[src/rtl/dsk_ser_pkg.sv]
package dsk_ser_pkg;
  typedef enum logic [1:0] {
    OP_HOLD  = 2'd0,
    OP_LOAD  = 2'd1,
    OP_SHIFT = 2'd2
  } shift_op_e;

  // Parallel load wins over a strobe in the same cycle.
  function automatic shift_op_e pick_op(input logic load_n, input logic stb);
    if (!load_n)  return OP_LOAD;
    else if (stb) return OP_SHIFT;
    else          return OP_HOLD;
  endfunction
endpackage

[src/rtl/dsk_nib_shreg.sv]
module dsk_nib_shreg
  import dsk_ser_pkg::*;
#(
  parameter int W = 4
) (
  input  logic          clk,
  input  logic          rst,
  input  shift_op_e     op,
  input  logic          ser_in,
  input  logic [W-1:0]  par_in,
  output logic [W-1:0]  q
);
  function automatic logic [W-1:0] step(input logic [W-1:0] cur, input logic din);
    return {cur[W-2:0], din};
  endfunction

  always_ff @(posedge clk) begin
    if (rst) q <= '0;
    else begin
      unique case (op)
        OP_LOAD:  q <= par_in;
        OP_SHIFT: q <= step(q, ser_in);
        default:  q <= q;
      endcase
    end
  end
endmodule

[src/rtl/dsk_mark_pattern.sv]
module dsk_mark_pattern #(
  parameter int W = 4,
  parameter int N = 2
) (
  input  logic           mark_next,
  input  logic           mark_addr,
  output logic [W*N-1:0] pattern
);
  logic both_marks;
  assign both_marks = mark_next & mark_addr;

  always_comb begin
    pattern        = '0;
    pattern[W-1]   = both_marks;   // top of low register
    pattern[W]     = mark_addr;    // bottom of next register
    pattern[W+1]   = both_marks;
  end
endmodule

[src/rtl/dsk_bit_serializer.sv]
module dsk_bit_serializer
  import dsk_ser_pkg::*;
#(
  parameter int NIB_W = 4,
  parameter int N_NIB = 2
) (
  input  logic                   clk,
  input  logic                   rst,
  input  logic [NIB_W*N_NIB-1:0] wr_byte,
  input  logic                   load_n,
  input  logic                   mark_next,
  input  logic                   mark_addr,
  input  logic                   shift_stb,
  input  logic                   ser_clk_n,
  output logic                   ser_data_out,
  output logic                   ser_clk_out,
  output logic [NIB_W*N_NIB-1:0] clk_word
);
  localparam int BYTE_W = NIB_W * N_NIB;

  shift_op_e         op;
  logic              clk_bit_in;
  logic [BYTE_W-1:0] mark_pat;
  logic [BYTE_W-1:0] data_word;
  logic [NIB_W-1:0]  data_q [N_NIB];
  logic [NIB_W-1:0]  ck_q   [N_NIB];
  logic              data_sin [N_NIB];
  logic              ck_sin   [N_NIB];

  assign op         = pick_op(load_n, shift_stb);
  assign clk_bit_in = ~ser_clk_n;

  dsk_mark_pattern #(.W(NIB_W), .N(N_NIB)) u_pat (
    .mark_next (mark_next),
    .mark_addr (mark_addr),
    .pattern   (mark_pat)
  );

  for (genvar g = 0; g < N_NIB; g++) begin : g_stage
    if (g == 0) begin : g_head
      assign data_sin[g] = 1'b0;
      assign ck_sin[g]   = clk_bit_in;
    end else begin : g_link
      assign data_sin[g] = data_q[g-1][NIB_W-1];
      assign ck_sin[g]   = ck_q[g-1][NIB_W-1];
    end

    dsk_nib_shreg #(.W(NIB_W)) u_data (
      .clk (clk), .rst (rst), .op (op),
      .ser_in (data_sin[g]),
      .par_in (wr_byte[g*NIB_W +: NIB_W]),
      .q      (data_q[g])
    );

    dsk_nib_shreg #(.W(NIB_W)) u_ck (
      .clk (clk), .rst (rst), .op (op),
      .ser_in (ck_sin[g]),
      .par_in (mark_pat[g*NIB_W +: NIB_W]),
      .q      (ck_q[g])
    );

    assign clk_word[g*NIB_W +: NIB_W]  = ck_q[g];
    assign data_word[g*NIB_W +: NIB_W] = data_q[g];
  end

  assign ser_data_out = data_word[BYTE_W-1];
  assign ser_clk_out  = ck_q[N_NIB-1][NIB_W-1];

  // ---------------- assertions ----------------
  a_r1_reset_clears: assert property (@(posedge clk)
    rst |=> (clk_word == '0) && !ser_data_out && !ser_clk_out);

  a_r2_load_msb: assert property (@(posedge clk) disable iff (rst)
    !load_n |=> ser_data_out == $past(wr_byte[BYTE_W-1]));

  a_r4_load_pattern: assert property (@(posedge clk) disable iff (rst)
    !load_n |=> clk_word[NIB_W] == $past(mark_addr)
             && clk_word[NIB_W-1] == $past(mark_next & mark_addr)
             && $countones(clk_word) <= 3);

  a_r5_clock_shift: assert property (@(posedge clk) disable iff (rst)
    (load_n && shift_stb) |=> clk_word == {$past(clk_word[BYTE_W-2:0]), ~$past(ser_clk_n)});

  a_r3_data_shift: assert property (@(posedge clk) disable iff (rst)
    (load_n && shift_stb) |=> ser_data_out == $past(data_word[BYTE_W-2]));

  a_r6_hold: assert property (@(posedge clk) disable iff (rst)
    (load_n && !shift_stb) |=> $stable(clk_word) && $stable(ser_data_out));

  a_r8_clk_out_tap: assert property (@(posedge clk)
    ser_clk_out == clk_word[BYTE_W-1]);
endmodule

[config.mk]
export PLATFORM = sky130hd
export DESIGN_NAME = dsk_bit_serializer
export DESIGN_NICKNAME = d
export VERILOG_FILES = /design/src/rtl/dsk_ser_pkg.sv /design/src/rtl/dsk_nib_shreg.sv /design/src/rtl/dsk_mark_pattern.sv /design/src/rtl/dsk_bit_serializer.sv
export SDC_FILE = /design/constraint.sdc
export NUM_CORES = 1
export LEC_CHECK = 0
export BUFFER_PORTS_ARGS = -buffer_cell sky130_fd_sc_hd__buf_2
export CORE_MARGIN = 10
export CORE_UTILIZATION = 50
export DETAILED_ROUTE_END_ITERATION = 10
export GPL_TIMING_DRIVEN = 0
export HOLD_SLACK_MARGIN = 0.02
export PLACE_DENSITY = 0.82
export SLEW_MARGIN = 25
export SYNTH_ARGS = -nofsm -noshare
export SYNTH_HDL_FRONTEND = slang
export SYNTH_SLANG_ARGS = --single-unit
[constraint.sdc]
create_clock -name clk -period 2.5 [get_ports clk]
set_clock_uncertainty 0.1 [all_clocks]
set_input_delay 0.625 -clock clk [delete_from_list [all_inputs] [get_ports clk]]
set_output_delay 0.625 -clock clk [all_outputs]
set_load 0.01 [all_outputs]
# After elaboration in Yosys (flattened, before gate mapping)
# Cells that the tools add are included.
[word_totals]
reg_bits = 16
input_bits = 15
out_inout_bits = 10
word_cells = 15
[op_classes]
n_eq_ne = 2
muxes = 6
n_bitwise = 2
n_reduce_logical = 1
[op_table]
columns = ["operator", "count"]
rows = [
  ["case mux 4 bit (2 select lines)", 4],
  ["2-to-1 mux 2 bit", 2],
  ["== test 2 x 1 -> 1 bit (second input constant)", 1],
  ["== test 2 bit (second input constant)", 1],
  ["nonzero test 2 bit", 1],
  ["AND 1 bit", 1],
  ["inverter 1 bit", 1],
]

# Depth between registers and ports, before layout
[logic_depth]
word_depth = 4
mapped_depth = 4
depth_no_buf = 2

# Hierarchy
# From an unflattened synthesis, not the netlist that was laid out.
[unflattened]
hier_cells = 95
area_unflattened_um2 = 895.9
[by_module_without_submodules]
columns = ["mod", "n_inst", "cells_each", "area_each_um2", "seq_area_each_um2"]
rows = [
  ["dsk_nib_shreg", 4, 20, 200.2, 80.1],
  ["dsk_mark_pattern", 1, 10, 70.1, 0.0],
  ["dsk_bit_serializer", 1, 5, 25.0, 0.0],
]

# Least setup slack after synthesis
# No wires, ideal clock.
[synth_path]
kind = "input port to flip-flop"
startpoint = "input shift_stb"
endpoint = "register g_stage[1].u_ck.q[0]"
setup_time_ps = 123
arrival_ps = 1158
t_required_ps = 2277
path_slack_ps = 1119
stages = 4
n_path_buf = 2
cell_sequence = "buf_6 > buf_12 > mux2i_1 > a211oi_2"
[synth_between]
elab_chain_len = 4
elab_cells_between_ends = 6
classes_between = "eq/ne (2); mux (3); reduce/logical (1)"
[synth_lines]
columns = ["item", "line_no", "text"]
rows = [
  ["start: declaration", "dsk_bit_serializer.sv:13", "input logic shift_stb,"],
  ["2-to-1 mux 2 bit *", "dsk_ser_pkg.sv:11", "else if (stb) return OP_SHIFT;"],
  ["2-to-1 mux 2 bit *", "dsk_ser_pkg.sv:10", "if (!load_n) return OP_LOAD;"],
  ["== test 2 bit / == test 2 x 1 -> 1 bit (equally long branches)", "dsk_nib_shreg.sv:20", "unique case (op)"],
  ["case mux 4 bit (2 select lines) / nonzero test 2 bit (equally long branches)", "n/a", ""],
  ["end signal: assignment", "dsk_nib_shreg.sv:21", "OP_LOAD: q <= par_in;"],
  ["end signal: assignment", "dsk_nib_shreg.sv:22", "OP_SHIFT: q <= step(q, ser_in);"],
  ["end signal: assignment", "dsk_nib_shreg.sv:23", "default: q <= q;"],
  ["end: declaration", "dsk_nib_shreg.sv:11", "output logic [W-1:0] q"],
]
# Every way passes the cells marked *; elsewhere a longest branch is shown, timed or not.
# A chain may end at the register's enable or synchronous reset.

# Worst setup path in the final report
[layout_path]
startpoint = "register g_stage[0].u_ck.q[3]"
endpoint = "output clk_word[3]"
[layout_rtl]
columns = ["item", "line_no", "text"]
rows = [
  ["start: declaration", "dsk_nib_shreg.sv:11", ""],
  ["start signal: assignment", "dsk_nib_shreg.sv:21", ""],
  ["start signal: assignment", "dsk_nib_shreg.sv:22", ""],
  ["start signal: assignment", "dsk_nib_shreg.sv:23", ""],
  ["end: declaration", "dsk_bit_serializer.sv:17", "output logic [NIB_W*N_NIB-1:0] clk_word"],
]
# No word-level cell between the ends.

==> impl_results.md <==
- Commonest non-fill, non-tap cells in the layout: buf_2, dfxtp_1, mux2i_1
- N_diodes: 0
- Worst vdd ir: around 0.00038 V
- Worst Path Arrival: slightly below 0.9 ns
- All-layer global routing usage: 0.0887
- Max-Cap Viols: 0
- Core ar.: around 1300 um2
- Yosys top cell area share: 0.460
- Slew Viols, Final: 0
- Clock transition at path regs: roughly 0.090 ns
- Post-CTS Repair Setup Buffers: 0
- CTS tree: done
- CP endpoint kind: output port
- PwrDens: approximately 590 nW/um2
- Ranking of synthesized cells by area: dfxtp_1, mux2i_1, a211oi_1, nor2_1, buf_4
- R2R setup slack: 1.65 ns
- Rel. slew slack: 0.841
- Post-Syn Area per Cell: around 11 um2
- RSZ-0062 raised after global routing: false
- # IOs: 25
- Die height: between 50 and 60 um
- Max FO, Critical Path: 3
- Synth Net Count: between 80 and 90
- Fillcell total: roughly 120
- Status: finished, final reports clean
- Initial Util: 0.536
- Synth Warn #: 0
- Gp weighted congestion: roughly 0.74
- Placed Cells: 104
- First-pass GRT wire length: 2420 um
- Synthesized flop and latch total: 16
- Post-route setup TNS: 0 ns
- Cell row count: 13
- Vias: approximately 550
- Antenna violation net count after detailed routing: 0
- Area growth syn-to-layout: 24.4%
- Finish-stage setup viols: 0
- Die area: 3290 um2
- Layout cells sized above 1: 0.376
- DP Area: a little over 800 um2
- Sequential share of the synthesized area: 0.460
- Nets: 109
- CTS sink cnt: 16
- Worst Setup Start Kind: register
- LEAKAGE: ~0.42 nW
- Worst Path Required: 1.77 ns
- Cell Area, Synth: 697 um2
- Synth cell types: 13
- Deepest clock path buffer count: 2
- Max Clk Rate: 627 MHz
- GRT Residual Overflow: 0
- Initial antenna violation count: 0
- Largest net degree at the start of global routing: 11
- Most common cell after layout, fill and taps aside: buf_2
- Initial drt markers: 5
- Hold Crit Class: in2reg
- Crit Path Category: reg2out
- H-tree depth: 1
- Post-Synthesis Cells: 66
- CTS Buf Count: 3
- Hold Fails Final Rpt: 0
- Fin area: 867 um2
- Total detailed-routing wirelength: ~1400 um
- Detail Placement HPWL: 1080 um
- Overall power: 0.000509 W
- Via density: between 5 and 6
- # resized after CTS: 0
- Hold buffer count at cts: 0
- Number of global-route vias before repair: 575
- Tcrit/Tclk final: 0.638
- Clock Tree Root: clkbuf_4
- Most area-hungry cell type in the Yosys netlist: dfxtp_1
- Die width: around 57 um
- # DRC: 0
- Worst-Margin Slew: ~0.24 ns
- Buffers on Ports: 23
- Final Non-Filler Cells: 108
- Insertion delay to the later sink of the worst-skew pair: around 0.28 ns
- Crit path time final: around 1.6 ns
- DRT Pass-1 Iters: 4
- WL per Instance: roughly 13 um
- Hold_ws: between 0.4 and 0.5 ns
area by class of cell:
cell class              count  area, um2  share of cell area
well taps                  15       18.8              0.0216
flip-flops and latches     16        320               0.369
repair buffers             23        115               0.133
plain buffers               7       68.8              0.0794
clock buffers               4       36.3              0.0418
multi-input cells          43        308               0.355
logic make-up (layout without fill, tap and decap cells):
kind of cell / Yosys count / after routing / synth area share
buf+inv: 7 / 34 / 0.0987
simple gates: 17 / 17 / 0.115
compound gates: 12 / 12 / 0.126
flops: 16 / 16 / 0.460
mux: 14 / 14 / 0.201
flip-flops by register name, summed over array words and instances, names as in the netlist:
register / count
g_stage.u_ck.q: 8
g_stage.u_data.q: 8
layer usage:
metal  vias up  GRT usage  part of all wire
met5         -          0                 0
met4         0     0.0604             0.032
met3         5     0.0221             0.054
met2        19      0.126              0.43
met1       245      0.114              0.49
li1        285          -                 -
worst paths after layout:
kind                                                          start                                  end  depth (start not counted)
worst max register to register  g_stage[1].u_data.q[1]$_SDFFE_PP0P_  g_stage[1].u_data.q[2]$_SDFFE_PP0P_                          2
worst min register to register  g_stage[0].u_data.q[0]$_SDFFE_PP0P_  g_stage[0].u_data.q[0]$_SDFFE_PP0P_                          2
worst min-delay path                                      ser_clk_n    g_stage[0].u_ck.q[0]$_SDFFE_PP0P_                          2
worst max-delay path              g_stage[0].u_ck.q[3]$_SDFFE_PP0P_                          clk_word[3]                          2
worst max-delay path, stage by stage (launching register included):
cell,delay [ns]
dfxtp_1,0.33
buf_4,0.13
buf_2,0.13
where the power goes:
part           internal, W  switching (W)  total (W)  leakage (nW)
logic            0.0000357      0.0000308  0.0000665         0.268
clock network    0.0000887      0.0000794   0.000168        0.0210
registers         0.000267     0.00000710   0.000275         0.132
total             0.000392       0.000117   0.000509         0.421
through the flow:
stage / setup WS (ns) / util
6_report: 0.905 / 0.666
4_1_cts: 0.901 / 0.666
5_1_grt: 0.872 / 0.666
3_3_place_gp: 0.950 / 0.638
3_5_place_dp: 0.937 / 0.638
2_1_floorplan: 1.12 / -
Yosys cell counts:
cell type and n:
a211oi_1 8, a211oi_2 1, a21oi_1 1, buf_12 1, buf_4 5, buf_6 1, dfxtp_1 16, mux2i_1 14
nand2b_1 2, nand3b_1 1, nor2_1 13, o21ai_0 2, or4bb_1 1
(Power assumes the default switching activity.)
